<file path="config.mk">
export PLATFORM = sky130hd
export DESIGN_NAME = octbus_master
export DESIGN_NICKNAME = d
export VERILOG_FILES = /design/src/rtl/octbus_pkg.sv /design/src/rtl/octbus_ca_gen.sv /design/src/rtl/octbus_ck_gen.sv /design/src/rtl/octbus_rd_capture.sv /design/src/rtl/octbus_master.sv
export SDC_FILE = /design/constraint.sdc
export NUM_CORES = 1
export LEC_CHECK = 0
export BUFFER_PORTS_ARGS = -buffer_cell sky130_fd_sc_hd__buf_2
export CAP_MARGIN = 20
export CORE_UTILIZATION = 49
export DETAILED_ROUTE_END_ITERATION = 6
export PLACE_DENSITY = 0.81
export SETUP_SLACK_MARGIN = 0.4
export SLEW_MARGIN = 25
export SYNTH_ARGS = -nofsm -noshare
export SYNTH_HDL_FRONTEND = slang
export SYNTH_SLANG_ARGS = --single-unit
</file>
<file path="constraint.sdc">
create_clock -name clk -period 2.4 [get_ports clk]
set_input_delay 0.12 -clock clk [delete_from_list [all_inputs] [get_ports clk]]
set_output_delay 0.12 -clock clk [all_outputs]
set_load 0.01 [all_outputs]
</file>
<file path="src/rtl/octbus_pkg.sv">
package octbus_pkg;

    localparam int CA_BITS  = 48;
    localparam int CA_BYTES = CA_BITS / 8;

    typedef enum logic [2:0] {
        ST_IDLE,
        ST_CA,
        ST_WR,
        ST_RD,
        ST_DRAIN,
        ST_GAP
    } bus_state_e;

endpackage

</file>
<file path="src/rtl/octbus_ca_gen.sv">
module octbus_ca_gen #(
    parameter int ADDR_W = 24
) (
    input  logic              is_read,
    input  logic              is_linear,
    input  logic [ADDR_W-1:0] word_addr,
    output logic [47:0]       ca
);
    localparam int OFF_W = 3;
    localparam int HP_W  = ADDR_W - OFF_W;

    // direction, burst type, half-page address, start word in half-page
    always_comb begin
        ca              = '0;
        ca[47]          = is_read;
        ca[46]          = is_linear;
        ca[16 +: HP_W]  = word_addr[ADDR_W-1:OFF_W];
        ca[OFF_W-1:0]   = word_addr[OFF_W-1:0];
    end
endmodule

</file>
<file path="src/rtl/octbus_ck_gen.sv">
module octbus_ck_gen (
    input  logic clk,
    input  logic rst_n,
    input  logic run,
    output logic ck
);
    logic ck_d, ck_q;

    // Toggles on the falling system edge so that every bus clock edge sits
    // half a system period after the byte launched on the rising edge.
    always_comb begin
        ck_d = run ? ~ck_q : 1'b0;
    end

    always_ff @(negedge clk or negedge rst_n) begin
        if (!rst_n) ck_q <= 1'b0;
        else        ck_q <= ck_d;
    end

    assign ck = ck_q;
endmodule

</file>
<file path="src/rtl/octbus_rd_capture.sv">
module octbus_rd_capture (
    input  logic        clk,
    input  logic        rst_n,
    input  logic        win,
    input  logic [7:0]  dq_in,
    input  logic        rwds_in,
    output logic [15:0] rd_data,
    output logic        rd_valid
);
    typedef struct packed {
        logic        strb_s;
        logic        strb_p;
        logic [7:0]  dq_s;
        logic [7:0]  hi;
        logic [15:0] word;
        logic        valid;
    } cap_t;

    cap_t cap_d, cap_q;

    always_comb begin
        cap_d        = cap_q;
        cap_d.strb_s = rwds_in;
        cap_d.dq_s   = dq_in;
        cap_d.strb_p = cap_q.strb_s;
        cap_d.valid  = 1'b0;
        if (win && (cap_q.strb_s != cap_q.strb_p)) begin
            if (cap_q.strb_s) begin
                cap_d.hi = cap_q.dq_s;
            end else begin
                cap_d.word  = {cap_q.hi, cap_q.dq_s};
                cap_d.valid = 1'b1;
            end
        end
    end

    always_ff @(posedge clk or negedge rst_n) begin
        if (!rst_n) cap_q <= '0;
        else        cap_q <= cap_d;
    end

    assign rd_data  = cap_q.word;
    assign rd_valid = cap_q.valid;

    // a word is only produced from a strobe edge inside the window
    a_r8_capture_in_window: assert property (@(posedge clk) disable iff (!rst_n)
        cap_q.valid |-> $past(win));
endmodule

</file>
<file path="src/rtl/octbus_master.sv">
module octbus_master #(
    parameter int ADDR_W  = 24,
    parameter int LEN_W   = 8,
    parameter int LAT_W   = 5,
    parameter int LAT_MIN = 5,
    parameter int LAT_MAX = 16
) (
    input  logic              clk,
    input  logic              rst_n,
    input  logic [LAT_W-1:0]  cfg_latency,
    input  logic              req_valid,
    output logic              req_ready,
    input  logic              req_read,
    input  logic              req_linear,
    input  logic [ADDR_W-1:0] req_addr,
    input  logic [LEN_W-1:0]  req_len,
    input  logic [15:0]       wr_data,
    output logic              wr_ack,
    output logic [15:0]       rd_data,
    output logic              rd_valid,
    output logic              done,
    output logic              bus_cs_n,
    output logic              bus_ck,
    output logic [7:0]        bus_dq_out,
    output logic              bus_dq_oe,
    input  logic [7:0]        bus_dq_in,
    input  logic              bus_rwds_in
);
    import octbus_pkg::*;

    localparam int CA_PH  = 2 * CA_BYTES / 2;
    localparam int PH_MAX = 2 * LAT_MAX + 2 * (2 ** LEN_W);
    localparam int CNT_W  = $clog2(PH_MAX + 1);

    typedef struct packed {
        bus_state_e         st;
        logic [CNT_W-1:0]   cnt;
        logic [CA_BITS-1:0] ca;
        logic               rd;
        logic [LEN_W-1:0]   len;
        logic [LAT_W-1:0]   lat;
        logic [7:0]         lo;
        logic [7:0]         dq;
        logic               oe;
        logic               cs_n;
        logic               run;
        logic               done;
    } fsm_t;

    fsm_t fsm_d, fsm_q;

    logic [CA_BITS-1:0] ca_new;
    logic [LAT_W-1:0]   lat_eff;
    logic [CNT_W-1:0]   lat_ph, wr_last, rd_last;
    logic               win_d;
    logic               ack_d;

    octbus_ca_gen #(.ADDR_W(ADDR_W)) i_ca_gen (
        .is_read   (req_read),
        .is_linear (req_linear),
        .word_addr (req_addr),
        .ca        (ca_new)
    );

    // clamp the requested latency into the supported range
    always_comb begin
        if (cfg_latency < LAT_W'(LAT_MIN))      lat_eff = LAT_W'(LAT_MIN);
        else if (cfg_latency > LAT_W'(LAT_MAX)) lat_eff = LAT_W'(LAT_MAX);
        else                                    lat_eff = cfg_latency;
    end

    always_comb begin
        lat_ph  = CNT_W'({fsm_q.lat, 1'b0});
        wr_last = CNT_W'({fsm_q.len, 1'b1});
        rd_last = lat_ph + CNT_W'({fsm_q.len, 1'b1});
    end

    always_comb begin
        fsm_d      = fsm_q;
        fsm_d.done = 1'b0;
        win_d      = 1'b0;
        ack_d      = 1'b0;
        unique case (fsm_q.st)
            ST_IDLE: begin
                fsm_d.cs_n = 1'b1;
                fsm_d.oe   = 1'b0;
                fsm_d.run  = 1'b0;
                if (req_valid) begin
                    fsm_d.st   = ST_CA;
                    fsm_d.cnt  = '0;
                    fsm_d.rd   = req_read;
                    fsm_d.len  = req_len;
                    fsm_d.lat  = lat_eff;
                    fsm_d.dq   = ca_new[CA_BITS-1 -: 8];
                    fsm_d.ca   = ca_new << 8;
                    fsm_d.oe   = 1'b1;
                    fsm_d.cs_n = 1'b0;
                    fsm_d.run  = 1'b1;
                end
            end
            ST_CA: begin
                if (fsm_q.cnt == CNT_W'(CA_BYTES - 1)) begin
                    fsm_d.cnt = '0;
                    if (fsm_q.rd) begin
                        fsm_d.st = ST_RD;
                        fsm_d.oe = 1'b0;
                        fsm_d.dq = '0;
                    end else begin
                        fsm_d.st = ST_WR;
                        fsm_d.dq = wr_data[15:8];
                        fsm_d.lo = wr_data[7:0];
                        ack_d    = 1'b1;
                    end
                end else begin
                    fsm_d.cnt = fsm_q.cnt + 1'b1;
                    fsm_d.dq  = fsm_q.ca[CA_BITS-1 -: 8];
                    fsm_d.ca  = fsm_q.ca << 8;
                end
            end
            ST_WR: begin
                if (!fsm_q.cnt[0]) begin
                    fsm_d.dq  = fsm_q.lo;
                    fsm_d.cnt = fsm_q.cnt + 1'b1;
                end else if (fsm_q.cnt == wr_last) begin
                    fsm_d.st   = ST_GAP;
                    fsm_d.cnt  = '0;
                    fsm_d.cs_n = 1'b1;
                    fsm_d.oe   = 1'b0;
                    fsm_d.run  = 1'b0;
                    fsm_d.dq   = '0;
                    fsm_d.done = 1'b1;
                end else begin
                    fsm_d.dq  = wr_data[15:8];
                    fsm_d.lo  = wr_data[7:0];
                    fsm_d.cnt = fsm_q.cnt + 1'b1;
                    ack_d     = 1'b1;
                end
            end
            ST_RD: begin
                win_d = (fsm_q.cnt > lat_ph);
                if (fsm_q.cnt == rd_last) begin
                    fsm_d.st  = ST_DRAIN;
                    fsm_d.cnt = '0;
                    fsm_d.run = 1'b0;
                end else begin
                    fsm_d.cnt = fsm_q.cnt + 1'b1;
                end
            end
            ST_DRAIN: begin
                win_d = 1'b1;
                if (fsm_q.cnt == CNT_W'(1)) begin
                    fsm_d.st   = ST_GAP;
                    fsm_d.cnt  = '0;
                    fsm_d.cs_n = 1'b1;
                    fsm_d.done = 1'b1;
                end else begin
                    fsm_d.cnt = fsm_q.cnt + 1'b1;
                end
            end
            ST_GAP: begin
                if (fsm_q.cnt == CNT_W'(1)) begin
                    fsm_d.st  = ST_IDLE;
                    fsm_d.cnt = '0;
                end else begin
                    fsm_d.cnt = fsm_q.cnt + 1'b1;
                end
            end
            default: fsm_d.st = ST_IDLE;
        endcase
    end

    always_ff @(posedge clk or negedge rst_n) begin
        if (!rst_n) begin
            fsm_q      <= '0;
            fsm_q.cs_n <= 1'b1;
        end else begin
            fsm_q <= fsm_d;
        end
    end

    octbus_ck_gen i_ck_gen (
        .clk   (clk),
        .rst_n (rst_n),
        .run   (fsm_q.run),
        .ck    (bus_ck)
    );

    octbus_rd_capture i_rd_capture (
        .clk      (clk),
        .rst_n    (rst_n),
        .win      (win_d),
        .dq_in    (bus_dq_in),
        .rwds_in  (bus_rwds_in),
        .rd_data  (rd_data),
        .rd_valid (rd_valid)
    );

    assign req_ready  = (fsm_q.st == ST_IDLE);
    assign wr_ack     = ack_d;
    assign done       = fsm_q.done;
    assign bus_cs_n   = fsm_q.cs_n;
    assign bus_dq_out = fsm_q.dq;
    assign bus_dq_oe  = fsm_q.oe;

    a_r10_done_bus_released: assert property (@(posedge clk) disable iff (!rst_n)
        done |-> (!bus_dq_oe && bus_cs_n));

    a_r10_cs_high_two_cycles: assert property (@(posedge clk) disable iff (!rst_n)
        $rose(bus_cs_n) |=> bus_cs_n);

    a_r3_ck_idle_low: assert property (@(posedge clk) disable iff (!rst_n)
        bus_cs_n |-> !bus_ck);

    a_r4_drive_inside_select: assert property (@(posedge clk) disable iff (!rst_n)
        bus_dq_oe |-> !bus_cs_n);

    a_r1_ready_bus_quiet: assert property (@(posedge clk) disable iff (!rst_n)
        req_ready |-> (bus_cs_n && !bus_dq_oe && !done));

    a_r4_ack_only_on_write: assert property (@(posedge clk) disable iff (!rst_n)
        wr_ack |-> (!bus_cs_n && bus_dq_oe));
endmodule

</file>
==> Flow_metrics.wiki, run 1 <==
{| class="wikitable"
! Metric !! Value
|-
| Initial antenna violation count || 0
|-
| Area grow syn2layout || 41.52%
|-
| Nets || between 700 and 800
|-
| CTS Root Buffer Type || sky130_fd_sc_hd__clkbuf_16
|-
| Register-to-register setup slack || -60 ps
|-
| Share of the synthesized area in the top cell type || about half
|-
| Type of the setup path with the least slack || reg -> reg
|-
| Instance count of the mapped netlist || between 500 and 600
|-
| Min-Delay Path Class || in -> reg
|-
| CTS tree || done
|-
| Vias in the first global route || between 5000 and 6000
|-
| Setup repair after global routing missed its margin || true
|-
| Share of flip-flops with an asynchronous set or reset || 100.0%
|-
| DRC violation count after routing || 0
|-
| CP required || ~2700 ps
|-
| Largest driver fanout on the critical path || 8
|-
| Synthesized net count || ~630
|-
| Global-route wire length before repair || between 20 and 25 mm
|-
| Distinct cell type count after synthesis || 63
|-
| Buffer depth of the longest clock path || 2
|-
| Cell types with the highest counts after synthesis || sky130_fd_sc_hd__dfrtp_1, sky130_fd_sc_hd__nand2_1, sky130_fd_sc_hd__nor2_1
|-
| Total power per unit cell area || ~650 mW/mm²
|-
| Detail Placement HPWL || between 9 and 10 mm
|-
| Fraction of the cycle the final worst path needs || 102.4%
|-
| Share of synthesized area occupied by flip-flops and latches || 50.47%
|-
| Clock Sinks || about 110
|-
| Final Routed Wirelength || approximately 16 mm
|-
| Total number of placement rows || 38
|-
| DIE AREA || between 0.01 and 0.015 mm²
|-
| Setup Viol. Count Final || 11
|-
| Library cell with the highest instance count after synthesis || sky130_fd_sc_hd__dfrtp_1
|-
| Highest Clock Rate || just over 0.4 GHz
|-
| Number of synthesized flops with an enable pin || 0
|-
| Layout cells sized above 1 || roughly a third
|-
| Number of cells in the finished layout apart from fillers || 865
|-
| Horiz. Die Dim || roughly 110 µm
|-
| Total core area || about 0.011 mm²
|-
| Post-Route Hold Slack || about 29 ps
|-
| Final hold viol count || 0
|-
| Failing checks || setup timing
|-
| Area occupied by multi-input gates || 0.002674 mm²
|-
| Worst Path Arrival || roughly 2800 ps
|-
| Worst Tran Pin Value || around 760 ps
|-
| Hold Path Stages || 3
|-
| Final-layout fill cell count || around 720
|-
| Worst-case vdd ir drop || around 0.00067 V
|-
| Average wire per standard cell || between 15 and 20 µm
|-
| Clock buffers created by TritonCTS || 17
|-
| Worst-case hold path end point || fsm_q[23]
|-
| Remaining global-route overflow || 0
|-
| Total power || 5.143 mW
|-
| Cell area after technology mapping || approximately 0.0056 mm²
|-
| Count of vias placed by the detailed router || between 4000 and 5000
|-
| Cell types occupying the most area after synthesis || sky130_fd_sc_hd__dfrtp_1, sky130_fd_sc_hd__nand2_1, sky130_fd_sc_hd__nor2_1
|-
| Synthesis warning total || 0
|-
| Outcome || finished, violations left
|-
| FF-to-FF path depth || 9
|-
| Maximum number of pins on one net before global-route repair || slightly above 60
|-
| Worst Setup Slack, final || -57.27 ps
|-
| Storage cell area || approximately 0.0028 mm²
|-
| Startpoint of the lowest-slack hold path || cfg_latency[3]
|-
| Reg-to-reg startpoint || fsm_q[25]
|-
| Floorplan die height || 109.0 µm
|-
| Type of destination of the critical path || register
|-
| H-tree lvl count || 4
|-
| Ports || between 90 and 100
|-
| Flops & latches, synth || around 110
|-
| Final count of pins violating max slew || 0
|-
| Clock-pin slew on the worst setup and hold paths || around 50 ps
|-
| Antenna violation net count after detailed routing || 0
|-
| Number of placed instances with taps included || approximately 760
|-
| Cell type contributing the most total cell area after synthesis || sky130_fd_sc_hd__dfrtp_1
|-
| CP Launch Point || fsm_q[25]
|-
| Total Routing Usage GR || 27.40%
|-
| 1st-iter DRT viols || approximately 400
|-
| Final worst path period need || about 2500 ps
|-
| RePlAce Congestion || roughly 0.85
|-
| Top_reg_cell synth || sky130_fd_sc_hd__dfrtp_1
|-
| Effective utilization at floorplan || roughly 51%
|-
| Static leakage power || roughly 4 nW
|-
| Post-route clock skew || approximately 23 ps
|-
| Antenna cell count || 0
|-
| Worst setup SP type || register
|-
| Reported max-cap violation count || 0
|-
| Number of input and output port buffers inserted || 97
|-
| Capture point of the worst reg-to-reg path || fsm_q[84]
|-
| Number of iterations in the first detailed-routing pass || 5
|-
| Worst rel slew slack || 49.04%
|-
| Insertion delay of the later-clocked pin in the worst-skew pair || between 400 and 500 ps
|-
| Per-instance average area after synthesis || between 10 and 15 µm²
|-
| Avg Vias per Cell || 5.647
|}
==> registers in the layout, summed over array words and instances (netlist names) <==
| name | count |
|---|---|
| bus_dq_out | 8 |
| bus_dq_oe | 1 |
| fsm_q | 66 |
| i_rd_capture.rd_valid | 1 |
| i_rd_capture.rd_data | 16 |
| bus_cs_n | 1 |
| i_rd_capture.cap_d | 1 |
| i_rd_capture.cap_q | 17 |
| done | 1 |
| i_ck_gen.ck | 1 |
==> where the power goes <==
group / internal (mW) / switching [mW]
registers: 1.98 / 0.0444
logic: 0.236 / 0.159
clock network: 1.84 / 0.880
==> through the flow <==
| step | instance area (µm²) | worst slack [ps] | TNS, ps | utilization (%) |
|---|---|---|---|---|
| finish | 7933 | -57.27 | -325.5 | 72.23 |
| floorplan | 5722 | 157.1 | 0 | - |
| global placement | 6302 | 37.56 | 0 | 57.38 |
| global route | 7933 | -154.1 | -2681 | 72.23 |
| CTS | 7674 | 1.938 | 0 | 69.87 |
| detailed placement | 6302 | -45.36 | -218.3 | 57.38 |
==> worst max path at each step <==
stage                     slack (ps)         to
after floorplan                  160  fsm_q[83]
after global placement            40  fsm_q[85]
after detailed placement         -50  fsm_q[89]
after CTS                          2  fsm_q[83]
after global routing            -150  fsm_q[92]
final                            -60  fsm_q[84]
==> critical path: stages (launching register included) <==
cell	delay, ps
sky130_fd_sc_hd__dfrtp_1	380
sky130_fd_sc_hd__ha_2	210
sky130_fd_sc_hd__inv_2	40
sky130_fd_sc_hd__fa_2	520
sky130_fd_sc_hd__xor2_1	150
sky130_fd_sc_hd__and3_1	170
sky130_fd_sc_hd__nand4_1	120
sky130_fd_sc_hd__o31a_4	450
sky130_fd_sc_hd__o22ai_1	230
sky130_fd_sc_hd__nand2_1	80
==> cell usage in the layout, fill, tap and decap left out, types with 3 or more instances in the layout <==
| master | count |
|---|---|
| sky130_fd_sc_hd__nand3_1 | 18 |
| sky130_fd_sc_hd__clkinvlp_4 | 3 |
| sky130_fd_sc_hd__buf_6 | 8 |
| sky130_fd_sc_hd__inv_2 | 6 |
| sky130_fd_sc_hd__nand2_1 | 84 |
| sky130_fd_sc_hd__buf_4 | 34 |
| sky130_fd_sc_hd__mux2i_1 | 3 |
| sky130_fd_sc_hd__a21oi_1 | 9 |
| sky130_fd_sc_hd__a221o_1 | 8 |
| sky130_fd_sc_hd__mux2_4 | 29 |
| sky130_fd_sc_hd__buf_2 | 95 |
| sky130_fd_sc_hd__inv_1 | 10 |
| sky130_fd_sc_hd__xor2_1 | 7 |
| sky130_fd_sc_hd__ha_4 | 4 |
| sky130_fd_sc_hd__ha_1 | 7 |
| sky130_fd_sc_hd__dfrtp_2 | 4 |
| sky130_fd_sc_hd__xnor2_1 | 11 |
| sky130_fd_sc_hd__a221oi_1 | 16 |
| sky130_fd_sc_hd__o211ai_1 | 6 |
| sky130_fd_sc_hd__clkbuf_8 | 4 |
| sky130_fd_sc_hd__nor3_1 | 7 |
| sky130_fd_sc_hd__a21oi_2 | 4 |
| sky130_fd_sc_hd__a22o_1 | 6 |
| sky130_fd_sc_hd__o21ai_0 | 11 |
| sky130_fd_sc_hd__mux2_2 | 3 |
| sky130_fd_sc_hd__nand4_1 | 4 |
| sky130_fd_sc_hd__nor2b_1 | 4 |
| sky130_fd_sc_hd__dlygate4sd3_1 | 61 |
| sky130_fd_sc_hd__a21o_1 | 5 |
| sky130_fd_sc_hd__clkbuf_16 | 19 |
| sky130_fd_sc_hd__nor2_1 | 50 |
| sky130_fd_sc_hd__bufinv_16 | 4 |
| sky130_fd_sc_hd__o21ai_1 | 8 |
| sky130_fd_sc_hd__dfrtp_1 | 107 |
| sky130_fd_sc_hd__nand2b_1 | 3 |
==> timing repair <==
action,CTS,global route
pin swaps,7,19
gates resized for setup,20,36
buffers inserted,3,6
cloned,1,3
endpoints found under the setup margin,86,90
hold buffers,61,0
hold endpoints to repair,172,0
==> metal layers <==
layer  track usage (%)  up-vias  share of wire (%)
met5                 0        -                  0
met4             11.58        0                2.0
met3             8.428       26                5.8
met2             47.80      202                 53
met1             30.87     2434                 39
li1                  -     2223                  -
==> final cells by class <==
| cell class | instances | share of cell area, % |
|---|---|---|
| Clock buffer | 23 | 6.151 |
| Clock inverter | 9 | 1.924 |
| Inverter | 16 | 0.7571 |
| Multi-Input combinational cell | 361 | 33.71 |
| Sequential cell | 113 | 35.73 |
| Tap cell | 140 | 2.208 |
| Timing Repair Buffer | 203 | 19.53 |
==> kinds of logic (layout without fill, tap and decap cells) <==
family	after synthesis	after routing	share of synthesized area, %
AOI/OAI and AO/OA	96	96	13.30
xor gates and xnor gates	19	19	2.969
buffers and inverters	71	251	7.009
muxes	36	36	7.165
adders and majority gates	13	13	3.036
and+or+nand+nor	197	197	16.05
DFF	113	113	50.47
Note: power is estimated with default switching activity, not from simulation.
==> run 2, diff against run 1 <==
--- a/config.mk
+++ b/config.mk
@@ -7,9 +7,10 @@
 export LEC_CHECK = 0
 export BUFFER_PORTS_ARGS = -buffer_cell sky130_fd_sc_hd__buf_2
 export CAP_MARGIN = 20
-export CORE_UTILIZATION = 49
+export CORE_UTILIZATION = 40
 export DETAILED_ROUTE_END_ITERATION = 6
-export PLACE_DENSITY = 0.81
+export HOLD_SLACK_MARGIN = 0.12
+export PLACE_DENSITY = 0.7
 export SETUP_SLACK_MARGIN = 0.4
 export SLEW_MARGIN = 25
 export SYNTH_ARGS = -nofsm -noshare
==> run 2 against run 1 <==
Compared with the run above:
- the flow still finishes with violations (setup timing)
- global-route usage fell by 3.7 points
- first-iteration DRC count fell by 1.7%
- sequential share of layout area fell by 2.6 points
- clock skew rose by 2.6 ps
- clock power rose by 6%
- die area rose by 22%
- setup slack got worse by 45 ps
- critical path depth rose by 1
- largest power group unchanged
- sequential cell count did not move
- hold slack improved by 180 ps
- wire length rose by 8.3%
==> Flow_metrics.wiki, run 2 (synthesized netlist as in run 1, its figures left out) <==
{| class="wikitable"
! Metric !! Value
|-
| Final Routed Wirelength || 17.43 mm (was 16.09 mm)
|-
| 1st-iter DRT viols || 395 (was 402)
|-
| Static leakage power || 4.145 nW (was 3.890 nW)
|-
| H-tree lvl count || 4 (unchanged)
|-
| Worst-case vdd ir drop || 0.0004378 V (was 0.0006717 V)
|-
| Detail Placement HPWL || 9.665 mm (was 9.084 mm)
|-
| Largest driver fanout on the critical path || 8 (unchanged)
|-
| Antenna violation net count after detailed routing || 0 (unchanged)
|-
| DRC violation count after routing || 0 (unchanged)
|-
| Final worst path period need || 2502 ps (was 2457 ps)
|-
| Register share of total power || 37.8% (was 39.4%)
|-
| Total negative setup slack || -1709 ps (was -325.5 ps)
|-
| Final count of pins violating max slew || 0 (unchanged)
|-
| Total number of placement rows || 42 (was 38)
|-
| RePlAce Congestion || 0.8801 (was 0.8536)
|-
| Storage cell area || 0.002831 mm² (was 0.002834 mm²)
|-
| Instance area after placement || 0.006400 mm² (was 0.006302 mm²)
|-
| Net Sw Power || 1.110 mW (was 1.083 mW)
|-
| Worst Path Arrival || 2810 ps (was 2750 ps)
|-
| Total core area || 0.01345 mm² (was 0.01098 mm²)
|-
| Initial antenna violation count || 0 (unchanged)
|-
| Global-route wire length before repair || 26.49 mm (was 24.38 mm)
|-
| Type of destination of the critical path || register (unchanged)
|-
| Number of iterations in the first detailed-routing pass || 5 (unchanged)
|-
| Largest register FFs || 66 (unchanged)
|-
| Total Routing Usage GR || 23.67% (was 27.40%)
|-
| Number of placed instances with taps included || 802 (was 759)
|-
| Number of input and output port buffers inserted || 97 (unchanged)
|-
| Final hold viol count || 0 (unchanged)
|-
| Total power || 5.349 mW (was 5.143 mW)
|-
| Sw Ratio || 20.75% (was 21.07%)
|-
| Worst rel slew slack || 46.05% (was 49.04%)
|-
| Ports || 98 (unchanged)
|-
| Failing checks || setup timing (unchanged)
|-
| Horiz. Die Dim || 120.4 µm (was 109.0 µm)
|-
| Total power per unit cell area || 624.9 mW/mm² (was 648.3 mW/mm²)
|-
| Highest Clock Rate || 0.3996 GHz (was 0.4070 GHz)
|-
| Fraction of the cycle the final worst path needs || 104.3% (was 102.4%)
|-
| Worst Tran Pin Value || 809.3 ps (was 764.5 ps)
|-
| Worst setup SP type || register (unchanged)
|-
| Insertion delay of the later-clocked pin in the worst-skew pair || 420 ps (was 410 ps)
|-
| Area grow syn2layout || 52.70% (was 41.52%)
|-
| Clock-pin slew on the worst setup and hold paths || 50 ps (about the same)
|-
| Final-layout fill cell count || 986 (was 722)
|-
| DIE AREA || 0.01449 mm² (was 0.01187 mm²)
|-
| Relative contribution of the clock network to total power || 54.1% (was 52.9%)
|-
| Post-route clock skew || 25.67 ps (was 23.11 ps)
|-
| Layout cells sized above 1 || 40.26% (was 34.90%)
|-
| Setup repair after global routing missed its margin || true (unchanged)
|-
| Maximum number of pins on one net before global-route repair || 47 (was 61)
|-
| Dpl ws || -38.96 ps (was -45.36 ps)
|-
| Comb pwr share || 8.1% (was 7.7%)
|-
| Worst Setup Slack, final || -102.5 ps (was -57.27 ps)
|-
| Final Core Density || 63.63% (was 72.23%)
|-
| CTS Root Buffer Type || sky130_fd_sc_hd__clkbuf_16 (unchanged)
|-
| Effective utilization at floorplan || 41.67% (was 51.04%)
|-
| Reported max-cap violation count || 0 (unchanged)
|-
| Nets || 822 (was 792)
|-
| Avg Vias per Cell || 5.509 (was 5.647)
|-
| Min-Delay Path Class || in -> async (was in -> reg)
|-
| Post-route standard cell area excluding fillers || 0.008559 mm² (was 0.007933 mm²)
|-
| CTS tree || done (unchanged)
|-
| Commonest non-fill, non-tap cells in the layout || sky130_fd_sc_hd__dfrtp_1, sky130_fd_sc_hd__buf_2, sky130_fd_sc_hd__nand2_1, sky130_fd_sc_hd__dlygate4sd3_1, sky130_fd_sc_hd__nor2_1 (unchanged)
|-
| Type of the setup path with the least slack || reg -> reg (unchanged)
|-
| Largest reg by FF count || fsm_q (unchanged)
|-
| Antenna cell count || 0 (unchanged)
|-
| Most common cell after layout, fill and taps aside || sky130_fd_sc_hd__dfrtp_1 (unchanged)
|-
| Clock Sinks || 113 (unchanged)
|-
| Vias in the first global route || 5298 (was 5106)
|-
| Floorplan die height || 120.4 µm (was 109.0 µm)
|-
| CP required || 2700 ps (was 2690 ps)
|-
| Post-Route Hold Slack || 210.4 ps (was 28.97 ps)
|-
| Count of vias placed by the detailed router || 5129 (was 4885)
|-
| Remaining global-route overflow || 0 (unchanged)
|-
| Outcome || finished, violations left (unchanged)
|-
| Average wire per standard cell || 18.72 µm (was 18.60 µm)
|-
| Buffer depth of the longest clock path || 2 (unchanged)
|-
| Setup Viol. Count Final || 25 (was 11)
|-
| Clock buffers created by TritonCTS || 17 (unchanged)
|-
| Cell-internal power || 4.239 mW (was 4.059 mW)
|-
| Area occupied by multi-input gates || 0.002928 mm² (was 0.002674 mm²)
|-
| Number of cells in the finished layout apart from fillers || 931 (was 865)
|}
run 2: critical path, stage by stage (launching register included):
cell and delay, ps:
sky130_fd_sc_hd__dfrtp_1 440, sky130_fd_sc_hd__ha_4 310, sky130_fd_sc_hd__a21o_1 160, sky130_fd_sc_hd__a21oi_2 80, sky130_fd_sc_hd__a21o_1 210, sky130_fd_sc_hd__a211o_1 290
sky130_fd_sc_hd__nand2_1 90, sky130_fd_sc_hd__and3b_2 250, sky130_fd_sc_hd__buf_6 130, sky130_fd_sc_hd__buf_16 130, sky130_fd_sc_hd__mux2_4 290
run 2: final cells by class:
class | count | area share (%)
Timing Repair Buffer | 233 | 21.60
Multi-Input combinational cell | 361 | 34.21
Sequential cell | 113 | 33.08
Clock buffer | 23 | 5.467
Tap cell | 176 | 2.573
Inverter | 16 | 0.7017
Clock inverter | 9 | 2.368
run 2: power by group through the flow:
stage,registers (mW),clock network (mW),logic (mW)
after floorplan,2.04,0,0.206
after global placement,2.05,0,0.294
after detailed placement,2.06,0,0.301
after CTS,2.02,2.92,0.415
after global routing,2.03,3.01,0.464
final,2.02,2.89,0.431
run 2: per-layer routing:
| layer | wire, µm | part of all wire (%) | global-route usage [%] |
|---|---|---|---|
| met4 | 330 | 1.9 | 10.49 |
| met1 | 7010 | 40 | 28.13 |
| met2 | 9019 | 52 | 39.98 |
| met5 | 0 | 0 | 0 |
| met3 | 1068 | 6.1 | 6.462 |
run 2: worst paths after layout:
path | to | from | cells past startpoint | slack (ps)
max in group asynchronous | i_ck_gen.ck | rst_n | 2 | 720
min in group clk | fsm_q[33] | req_valid | 3 | 230
hold / removal | fsm_q[92] | rst_n | 2 | 210
setup / recovery | i_rd_capture.rd_data[8] | fsm_q[86] | 10 | -100
setup reg to reg | i_rd_capture.rd_data[8] | fsm_q[86] | 10 | -100
hold reg to reg | i_rd_capture.cap_q[33] | i_rd_capture.cap_d[33] | 0 | 390
run 2: what timing repair did:
action	in CTS	in global routing
pin swaps	32	30
buffers inserted	15	9
gates resized for setup	59	55
setup endpoints to repair	86	90
gates cloned	5	1
endpoints found under the hold margin	94	0
hold buffers	67	0
